## config.mk

```make
export PLATFORM = sky130hd
export DESIGN_NAME = zt_flow_sram
export DESIGN_NICKNAME = d
export VERILOG_FILES = /design/src/rtl/zt_pkg.sv /design/src/rtl/zt_ctrl.sv /design/src/rtl/zt_lane.sv /design/src/rtl/zt_out.sv /design/src/rtl/zt_flow_sram.sv
export SDC_FILE = /design/constraint.sdc
export NUM_CORES = 2
export LEC_CHECK = 0
export ABC_AREA = 1
export BUFFER_PORTS_ARGS = -buffer_cell sky130_fd_sc_hd__buf_2
export CAP_MARGIN = 20
export CORE_AREA = 2 2 507 509
export CTS_BUF_LIST = sky130_fd_sc_hd__clkbuf_16
export DETAILED_ROUTE_END_ITERATION = 16
export DIE_AREA = 0 0 509 511
export SLEW_MARGIN = 10
export SYNTH_ARGS = -nofsm -noshare
export SYNTH_HDL_FRONTEND = slang
export SYNTH_SLANG_ARGS = --single-unit
```

## constraint.sdc

```tcl
create_clock -name clk -period 4.2 [get_ports clk]
set_clock_uncertainty 0.05 [all_clocks]
set_input_delay 0.21 -clock clk [delete_from_list [all_inputs] [get_ports clk]]
set_output_delay 0.21 -clock clk [all_outputs]
set_load 0.02 [all_outputs]
```

## src/rtl/zt_pkg.sv

```systemverilog
package zt_pkg;

    typedef enum logic [1:0] {
        OP_IDLE = 2'd0,
        OP_RD   = 2'd1,
        OP_WR   = 2'd2
    } op_e;

    localparam int BURST_W = 2;

    // next burst offset from start bits and beat count
    function automatic logic [BURST_W-1:0] burst_ofs(
        input logic [BURST_W-1:0] start,
        input logic [BURST_W-1:0] cnt,
        input logic               ilv
    );
        return ilv ? (start ^ cnt) : (start + cnt);
    endfunction

endpackage

```

## src/rtl/zt_ctrl.sv

```systemverilog
module zt_ctrl
    import zt_pkg::*;
#(
    parameter int ADDR_W = 6
) (
    input  logic              clk,
    input  logic              rst_n,
    input  logic              clk_en,
    input  logic              sel,
    input  logic              wr_n,
    input  logic              adv_ld,
    input  logic              burst_ilv,
    input  logic [ADDR_W-1:0] addr,
    output op_e               op,
    output logic [ADDR_W-1:0] cur_addr
);

    typedef struct packed {
        op_e                op;
        logic [ADDR_W-1:0]  base;
        logic [BURST_W-1:0] cnt;
    } ctrl_t;

    ctrl_t st_d, st_q;

    always_comb begin
        st_d = st_q;
        if (clk_en) begin
            if (!adv_ld) begin
                if (sel) begin
                    st_d.op   = wr_n ? OP_RD : OP_WR;
                    st_d.base = addr;
                    st_d.cnt  = '0;
                end else begin
                    st_d.op = OP_IDLE;
                end
            end else if (st_q.op != OP_IDLE) begin
                st_d.cnt = st_q.cnt + 1'b1;
            end
        end
    end

    always_ff @(posedge clk or negedge rst_n) begin
        if (!rst_n) begin
            st_q <= '0;
        end else begin
            st_q <= st_d;
        end
    end

    assign op       = st_q.op;
    assign cur_addr = {st_q.base[ADDR_W-1:BURST_W],
                       burst_ofs(st_q.base[BURST_W-1:0], st_q.cnt, burst_ilv)};

endmodule

```

## src/rtl/zt_lane.sv

```systemverilog
module zt_lane #(
    parameter int ADDR_W = 6,
    parameter int LANE_W = 9
) (
    input  logic              clk,
    input  logic              wr_en,
    input  logic [ADDR_W-1:0] addr,
    input  logic [LANE_W-1:0] din,
    output logic [LANE_W-1:0] dout
);

    localparam int DEPTH = 1 << ADDR_W;

    logic [LANE_W-1:0] mem_q [DEPTH];

    always_ff @(posedge clk) begin
        if (wr_en) begin
            mem_q[addr] <= din;
        end
    end

    assign dout = mem_q[addr];

endmodule

```

## src/rtl/zt_out.sv

```systemverilog
module zt_out
    import zt_pkg::*;
#(
    parameter int DATA_W = 36
) (
    input  op_e               op,
    input  logic              out_en_n,
    input  logic [DATA_W-1:0] rd_word,
    output logic              drive_en,
    output logic [DATA_W-1:0] rdata
);

    always_comb begin
        drive_en = (op == OP_RD) && !out_en_n;
        rdata    = (op == OP_RD) ? rd_word : '0;
    end

endmodule

```

## src/rtl/zt_flow_sram.sv

```systemverilog
module zt_flow_sram
    import zt_pkg::*;
#(
    parameter int ADDR_W = 6,
    parameter int LANES  = 4,
    parameter int LANE_W = 9
) (
    input  logic                     clk,
    input  logic                     rst_n,
    input  logic                     clk_en,
    input  logic                     cs1_n,
    input  logic                     cs2,
    input  logic                     cs3_n,
    input  logic                     wr_n,
    input  logic                     adv_ld,
    input  logic                     burst_ilv,
    input  logic                     out_en_n,
    input  logic [ADDR_W-1:0]        addr,
    input  logic [LANES-1:0]         lane_we,
    input  logic [LANES*LANE_W-1:0]  wdata,
    output logic [LANES*LANE_W-1:0]  rdata,
    output logic                     drive_en
);

    localparam int DATA_W = LANES * LANE_W;

    op_e               op;
    logic [ADDR_W-1:0] cur_addr;
    logic [DATA_W-1:0] rd_word;
    logic              sel;
    logic              wr_fire;

    assign sel     = !cs1_n && cs2 && !cs3_n;
    assign wr_fire = clk_en && (op == OP_WR);

    zt_ctrl #(.ADDR_W(ADDR_W)) u_ctrl (
        .clk       (clk),
        .rst_n     (rst_n),
        .clk_en    (clk_en),
        .sel       (sel),
        .wr_n      (wr_n),
        .adv_ld    (adv_ld),
        .burst_ilv (burst_ilv),
        .addr      (addr),
        .op        (op),
        .cur_addr  (cur_addr)
    );

    for (genvar g = 0; g < LANES; g++) begin : g_lane
        zt_lane #(.ADDR_W(ADDR_W), .LANE_W(LANE_W)) u_lane (
            .clk   (clk),
            .wr_en (wr_fire && lane_we[g]),
            .addr  (cur_addr),
            .din   (wdata[g*LANE_W +: LANE_W]),
            .dout  (rd_word[g*LANE_W +: LANE_W])
        );
    end

    zt_out #(.DATA_W(DATA_W)) u_out (
        .op       (op),
        .out_en_n (out_en_n),
        .rd_word  (rd_word),
        .drive_en (drive_en),
        .rdata    (rdata)
    );

endmodule

```

## Word level (Yosys, flattened, before mapping)

Memory sizes are Yosys's and may differ from the RTL's.
Cells that the tools add are included.

| word-level totals | value |
|---|---|
| bits in registers | 10 |
| bits in latches | 0 |
| memory bits (writable) | 2,304 |
| bits in read-only memories | 0 |
| bits of input ports | 56 |
| output and inout bits | 37 |
| word-level logic and storage cells | 45 |
| memories kept | 4 |

Memory list:

| memory | words | bits a word | read ports | clocked after Yosys merged registers in | wr ports | line | source |
|---|---|---|---|---|---|---|---|
| g_lane[0].u_lane.mem_q | 64 | 9 | 1 | 0 | 1 | zt_lane.sv:14 | `logic [LANE_W-1:0] mem_q [DEPTH];` |
| g_lane[1].u_lane.mem_q | 64 | 9 | 1 | 0 | 1 | zt_lane.sv:14 |  |
| g_lane[2].u_lane.mem_q | 64 | 9 | 1 | 0 | 1 | zt_lane.sv:14 |  |
| g_lane[3].u_lane.mem_q | 64 | 9 | 1 | 0 | 1 | zt_lane.sv:14 |  |

| operators by class | value |
|---|---|
| $add $sub $neg | 2 |
| $mul | 0 |
| div/mod/pow operators | 0 |
| magnitude comparators | 0 |
| equal/unequal tests | 3 |
| shift-type cells | 0 |
| multiplexer cells | 15 |
| bitwise gates (word level) | 2 |
| reduce and logical (&&, ||, !) cells | 16 |

Operator list:

| operator | count |
|---|---|
| $mux W36 | 1 |
| $mux W2 | 6 |
| $logic_and A1 B1 Y1 | 8 |
| $mux W1 | 8 |
| $reduce_and A3 Y1 | 2 |
| $reduce_bool A2 Y1 | 2 |
| $logic_not A1 Y1 | 3 |
| $add A2 B1 Y2 const B | 1 |
| $add A2 B2 Y2 | 1 |
| $eq A2 B1 Y1 const B | 1 |
| $eq A2 B2 Y1 const B | 1 |
| $ne A2 B1 Y1 const B | 1 |
| $reduce_and A2 Y1 | 1 |
| $xor A2 B2 Y2 | 1 |
| $not A1 Y1 | 1 |

## Logic depth before layout (Yosys ltp)

| depth | value |
|---|---|
| depth after elaboration | 5 |
| mapped depth | 17 |
| mapped depth without buffers | 15 |

## Cells and area by module

A second synthesis with hierarchy kept.

| second synthesis, totals | value |
|---|---|
| cells, all modules | 9,842 |
| area, all modules | 99,492.9 µm² |

By module, submodules not included:

| module | times used | cells an instance | area an instance (µm²) | sequential area each (µm²) |
|---|---|---|---|---|
| zt_lane | 4 | 2,420 | 24,613.6 | 17,296.6 |
| zt_ctrl | 1 | 73 | 563.0 | 250.2 |
| zt_out | 1 | 78 | 424.2 | 0.0 |
| zt_flow_sram | 1 | 11 | 51.3 | 0.0 |

## Worst setup path before layout

OpenSTA, ideal clock, no wires.

| path | value |
|---|---|
| kind | reg-to-reg |
| start point | reg u_ctrl.st_q[0] (netlist name) |
| end point | mem g_lane[0].u_lane.mem_q[15][0], enable pin |
| library setup time | 0.374 ns |
| data arrival time | 2.126 ns |
| data required time | 3.776 ns |
| path slack | 1.650 ns |
| stages on the path, launching flop included | 10 |
| path buffers | 4 |
| period minus slack after synthesis | 2.550 ns |
| path through | dfrtp_1 > ha_1 > buf_4 > clkinv_2 > buf_2 > buf_2 > buf_4 > nor2_2 > nand2_1 > nor2_1 |

| between the ends | value |
|---|---|
| longest elaborated chain between the ends | 2 |
| elaborated cells on any way between the ends | 3 |
| those cells by class | add/sub: 1; mux: 1; bitwise: 1 |

Ends and longest elaborated chain:

| item | line | source |
|---|---|---|
| start: declaration | zt_ctrl.sv:24 | `ctrl_t st_d, st_q;` |
| start signal: assignment | zt_ctrl.sv:47 | `st_q <= st_d;` |
| $add A2 B2 Y2 or $xor A2 B2 Y2 (tied branches) | zt_pkg.sv:17 | `return ilv ? (start ^ cnt) : (start + cnt);` |
| $mux W2 * | zt_pkg.sv:17 |  |
| end: declaration | zt_lane.sv:14 |  |

Mark *: on every way between the ends. The rest lies on a longest branch, timed or not.

## Final worst setup path

| path | value |
|---|---|
| start point | reg u_ctrl.st_q, in the netlist u_ctrl.cur_addr[2] |
| end point | out rdata[30] |

| between the ends | value |
|---|---|
| longest elaborated chain between the ends | 2 |

Ends and longest elaborated chain:

| item | line | source |
|---|---|---|
| $mem_v2 Z64 W9 | - |  |
| $mux W36 | zt_out.sv:15 | `rdata = (op == OP_RD) ? rd_word : '0;` |
| end: declaration | zt_flow_sram.sv:21 | `output logic [LANES*LANE_W-1:0] rdata,` |

Every way passes these cells.

==> impl_metrics.csv <==
group,metric,value,unit
global_routing,grt_usage,21.92,%
pwr,p_seq_share,40.1,%
clocking,cts_inserted_buffers,217,
clocking,cts.sink_count,2314,
placed_design,io_buffers,92,
outcome,status,"completed",
layout,final_cells,11470,
placed_design,gp_congestion,0.8729,
pwr,p_int,0.04201,W
synthesis,ys_async_sr_fraction,0.4322,%
timing,period_minus_slack,4.172,ns
synthesis,syn_area,0.09397,mm²
routing,finalWirelength,291600,µm
routing,wl_met3,26650,µm
synthesis,ys_warn_count,0,
pwr,clkPwrFrac,30.0,%
pwr,leakage,38.53,nW
layout,layout_common_cells,"edfxtp_1 (2304), nor2_1 (2038), nand2_1 (901)",
timing,max_freq,239.7,MHz
synthesis,yosysSeqAreaShare,73.90,%
synthesis,yosys_register_bits,2314,
synthesis,syn-instance-count,7462,
routing,drt_iter0_drc,7617,
routing,ant_nets,0,
placed_design,post-place-cells,10950,
global_routing,grt_overflow,0,
layout,layout_commonest_cell,"edfxtp_1",
timing,period_share,99.34,%
timing,tightest_slew,1.200,ns
timing,holdWs,0.06897,ns
layout,areaGrowthSynthToFinish,16.12,%
global_routing,grt_pass1_vias,59070,
pwr,p_sw,0.02159,W
setup_path,critPathKind,"reg -> out",
routing,vias,61320,
synthesis,yosysUniqueCellTypes,34,
routing,wl_per_cell,25.43,µm
clocking,cts_tree,"yes",
clocking,insertion_delay,0.89,ns
global_routing,grt_max_degree,97,
pwr,irDropWorstVdd,524.6,µV
setup_path,crit_required,3.94,ns
die,die_area,0.2601,mm²
routing,drc,0,
synthesis,avgSynthCellArea,12.59,µm²
job,timing.max_cap.violations,0,
setup_path,startpoint_type,"register",
die,die_h,511,µm
synthesis,syn_nets,7519,
timing,setup-violations-final,0,
worst_hold_path,hp-class,"in -> reg",
global_routing,antenna_found_initial,18,
clocking,path_clk_slew,0.06,ns
die,core,0.2553,mm²
layout,nets,7942,
routing,viasPerCell,5.346,
die,ios,93,
timing,rsz0062_at_grt,"true",
timing,slew_headroom,19.71,%
clocking,clock_path_buffers,3,
pwr,powerDensity,582.9,mW/mm²
timing,final_max_slew_viol_count,0,
timing,hold_viol,0,
pwr,p_sw_share,33.94,%
layout,drive_above_1_share,11.42,%
die,die_w,509,µm
die,num_rows,186,
routing,drtPass1Iterations,6,
clocking,cts-root-buf,"clkbuf_16",
global_routing,grt_pass1_wl,416800,µm
die,start_util,36.81,%
synthesis,synth_ff_type,"edfxtp_1",
pwr,combPwrFrac,29.9,%
synthesis,synth-edff-count,2304,
routing,routed.top_layer,"met5",
routing,drt-met1-wl,115600,µm
setup_path,critPathArrivalTime,3.91,ns
routing,dr_wl_met2,134700,µm
setup_path,cp-end-kind,"output pin",
placed_design,hpwl,175100,µm
setup_path,critPathMaxFanout,60,
clocking,cts_htree_levels,4,
-- critical path: stages (launching register included) --
cell and delay (ns):
dfrtp_4 0.63, buf_12 0.39, nor2_4 0.14, buf_12 0.17, buf_12 0.18, nand2_1 0.10, o21ai_0 0.22, o21ai_1 0.29
nand2_1 0.08, inv_1 0.11, nand2_1 0.08, nor2_2 0.23, buf_2 0.22
-- synthesized netlist by cell type, types with 19 or more instances --
| cell type | instances | share of area [%] |
|---|---|---|
| inv_1 | 119 | 0.48 |
| nand4_1 | 102 | 0.68 |
| o21ai_1 | 96 | 0.51 |
| nor2_1 | 2071 | 8.3 |
| o21ai_0 | 582 | 3.1 |
| buf_4 | 45 | 0.36 |
| buf_1 | 29 | 0.12 |
| edfxtp_1 | 2304 | 74 |
| or2_1 | 19 | 0.13 |
| a21oi_1 | 42 | 0.22 |
| nand3_1 | 249 | 1.3 |
| buf_2 | 188 | 1.0 |
| mux2i_1 | 482 | 5.1 |
| nand2_1 | 906 | 3.6 |
| clkbuf_1 | 148 | 0.59 |
-- timing repair --
item                                    in CTS  in global routing
gates cloned                                16                  5
resized for setup                           75                 35
setup buffers                               13                  4
pin swaps                                    5                  4
hold buffers                                62                  1
endpoints found under the hold margin      909                  2
endpoints found under the setup margin      36                 36
-- power by group through the flow --
| stage | sequential, W | combinational [W] | clock [W] |
|---|---|---|---|
| 4_1_cts | 0.0255 | 0.0186 | 0.0193 |
| 5_1_grt | 0.0255 | 0.0204 | 0.0201 |
| 3_3_place_gp | 0.0260 | 0.0172 | 0 |
| 6_report | 0.0255 | 0.0190 | 0.0191 |
| 2_1_floorplan | 0.0259 | 0.0112 | 0 |
| 3_5_place_dp | 0.0260 | 0.0173 | 0 |
-- cells by family (layout without fill, tap and decap cells) --
family,Yosys count,after routing,share of synthesized area (%)
buffers and inverters,547,1154,2.688
AOI/OAI and AO/OA,730,730,3.913
muxes,482,482,5.134
adders and majority gates,1,1,0.01331
and+or+nand+nor,3388,3393,14.36
other,0,11,0
DFF,2314,2314,73.90
-- final timing paths --
| path | from | slack [ns] | depth (start not counted) | end |
|---|---|---|---|---|
| max | u_ctrl.cur_addr[2] | 0.03 | 12 | rdata[30] |
| min | wdata[28] | 0.07 | 2 | g_lane[3].u_lane.mem_q[41][1] |
| max reg2reg | u_ctrl.st_q[0] | 0.41 | 8 | g_lane[3].u_lane.mem_q[25][6] |
| min reg2reg | u_ctrl.st_q[0] | 0.59 | 2 | u_ctrl.st_q[0] |
| max in group asynchronous | rst_n | 3.43 | 3 | u_ctrl.cur_addr[2] |
| min in group asynchronous | rst_n | 0.32 | 3 | u_ctrl.op[1] |
-- sequential cells by signal, indices dropped and copies added, names as in the netlist --
register	cells
g_lane.u_lane.mem_q	2304
u_ctrl.st_q	4
u_ctrl.op	2
u_ctrl.cur_addr	4
-- layout make-up --
cell class | instances | area (µm²)
diodes | 11 | 27.53
clock buffers | 217 | 5430
clock inverters | 191 | 1439
fillers | 23160 | 146200
inverters | 125 | 490.5
multi-input cells | 4606 | 22280
flip-flops and latches | 2314 | 69440
well taps | 3384 | 4234
repair buffers | 617 | 5697
repair inverters | 4 | 77.57
-- metal layers --
| metal | track usage (%) | vias to the layer above |
|---|---|---|
| met5 | 0 | - |
| met4 | 10.18 | 10 |
| met3 | 4.299 | 563 |
| met2 | 34.41 | 3052 |
| met1 | 29.29 | 30620 |
| li1 | - | 27070 |
-- per-stage QoR --
| step | instance area [µm²] | setup WS (ns) | util [%] | total power, W | TNS, ns |
|---|---|---|---|---|---|
| 2_1_floorplan | 93970 | 1.650 | - | 0.03717 | 0 |
| 3_3_place_gp | 100500 | 0.2635 | 39.37 | 0.04319 | 0 |
| 3_5_place_dp | 100500 | 0.3406 | 39.38 | 0.04325 | 0 |
| 4_1_cts | 108800 | -0.01108 | 42.61 | 0.06335 | -0.02077 |
| 5_1_grt | 109100 | -0.006621 | 42.73 | 0.06604 | -0.007231 |
| 6_report | 109100 | 0.02781 | 42.74 | 0.06360 | 0 |
(Power assumes the default switching activity.)
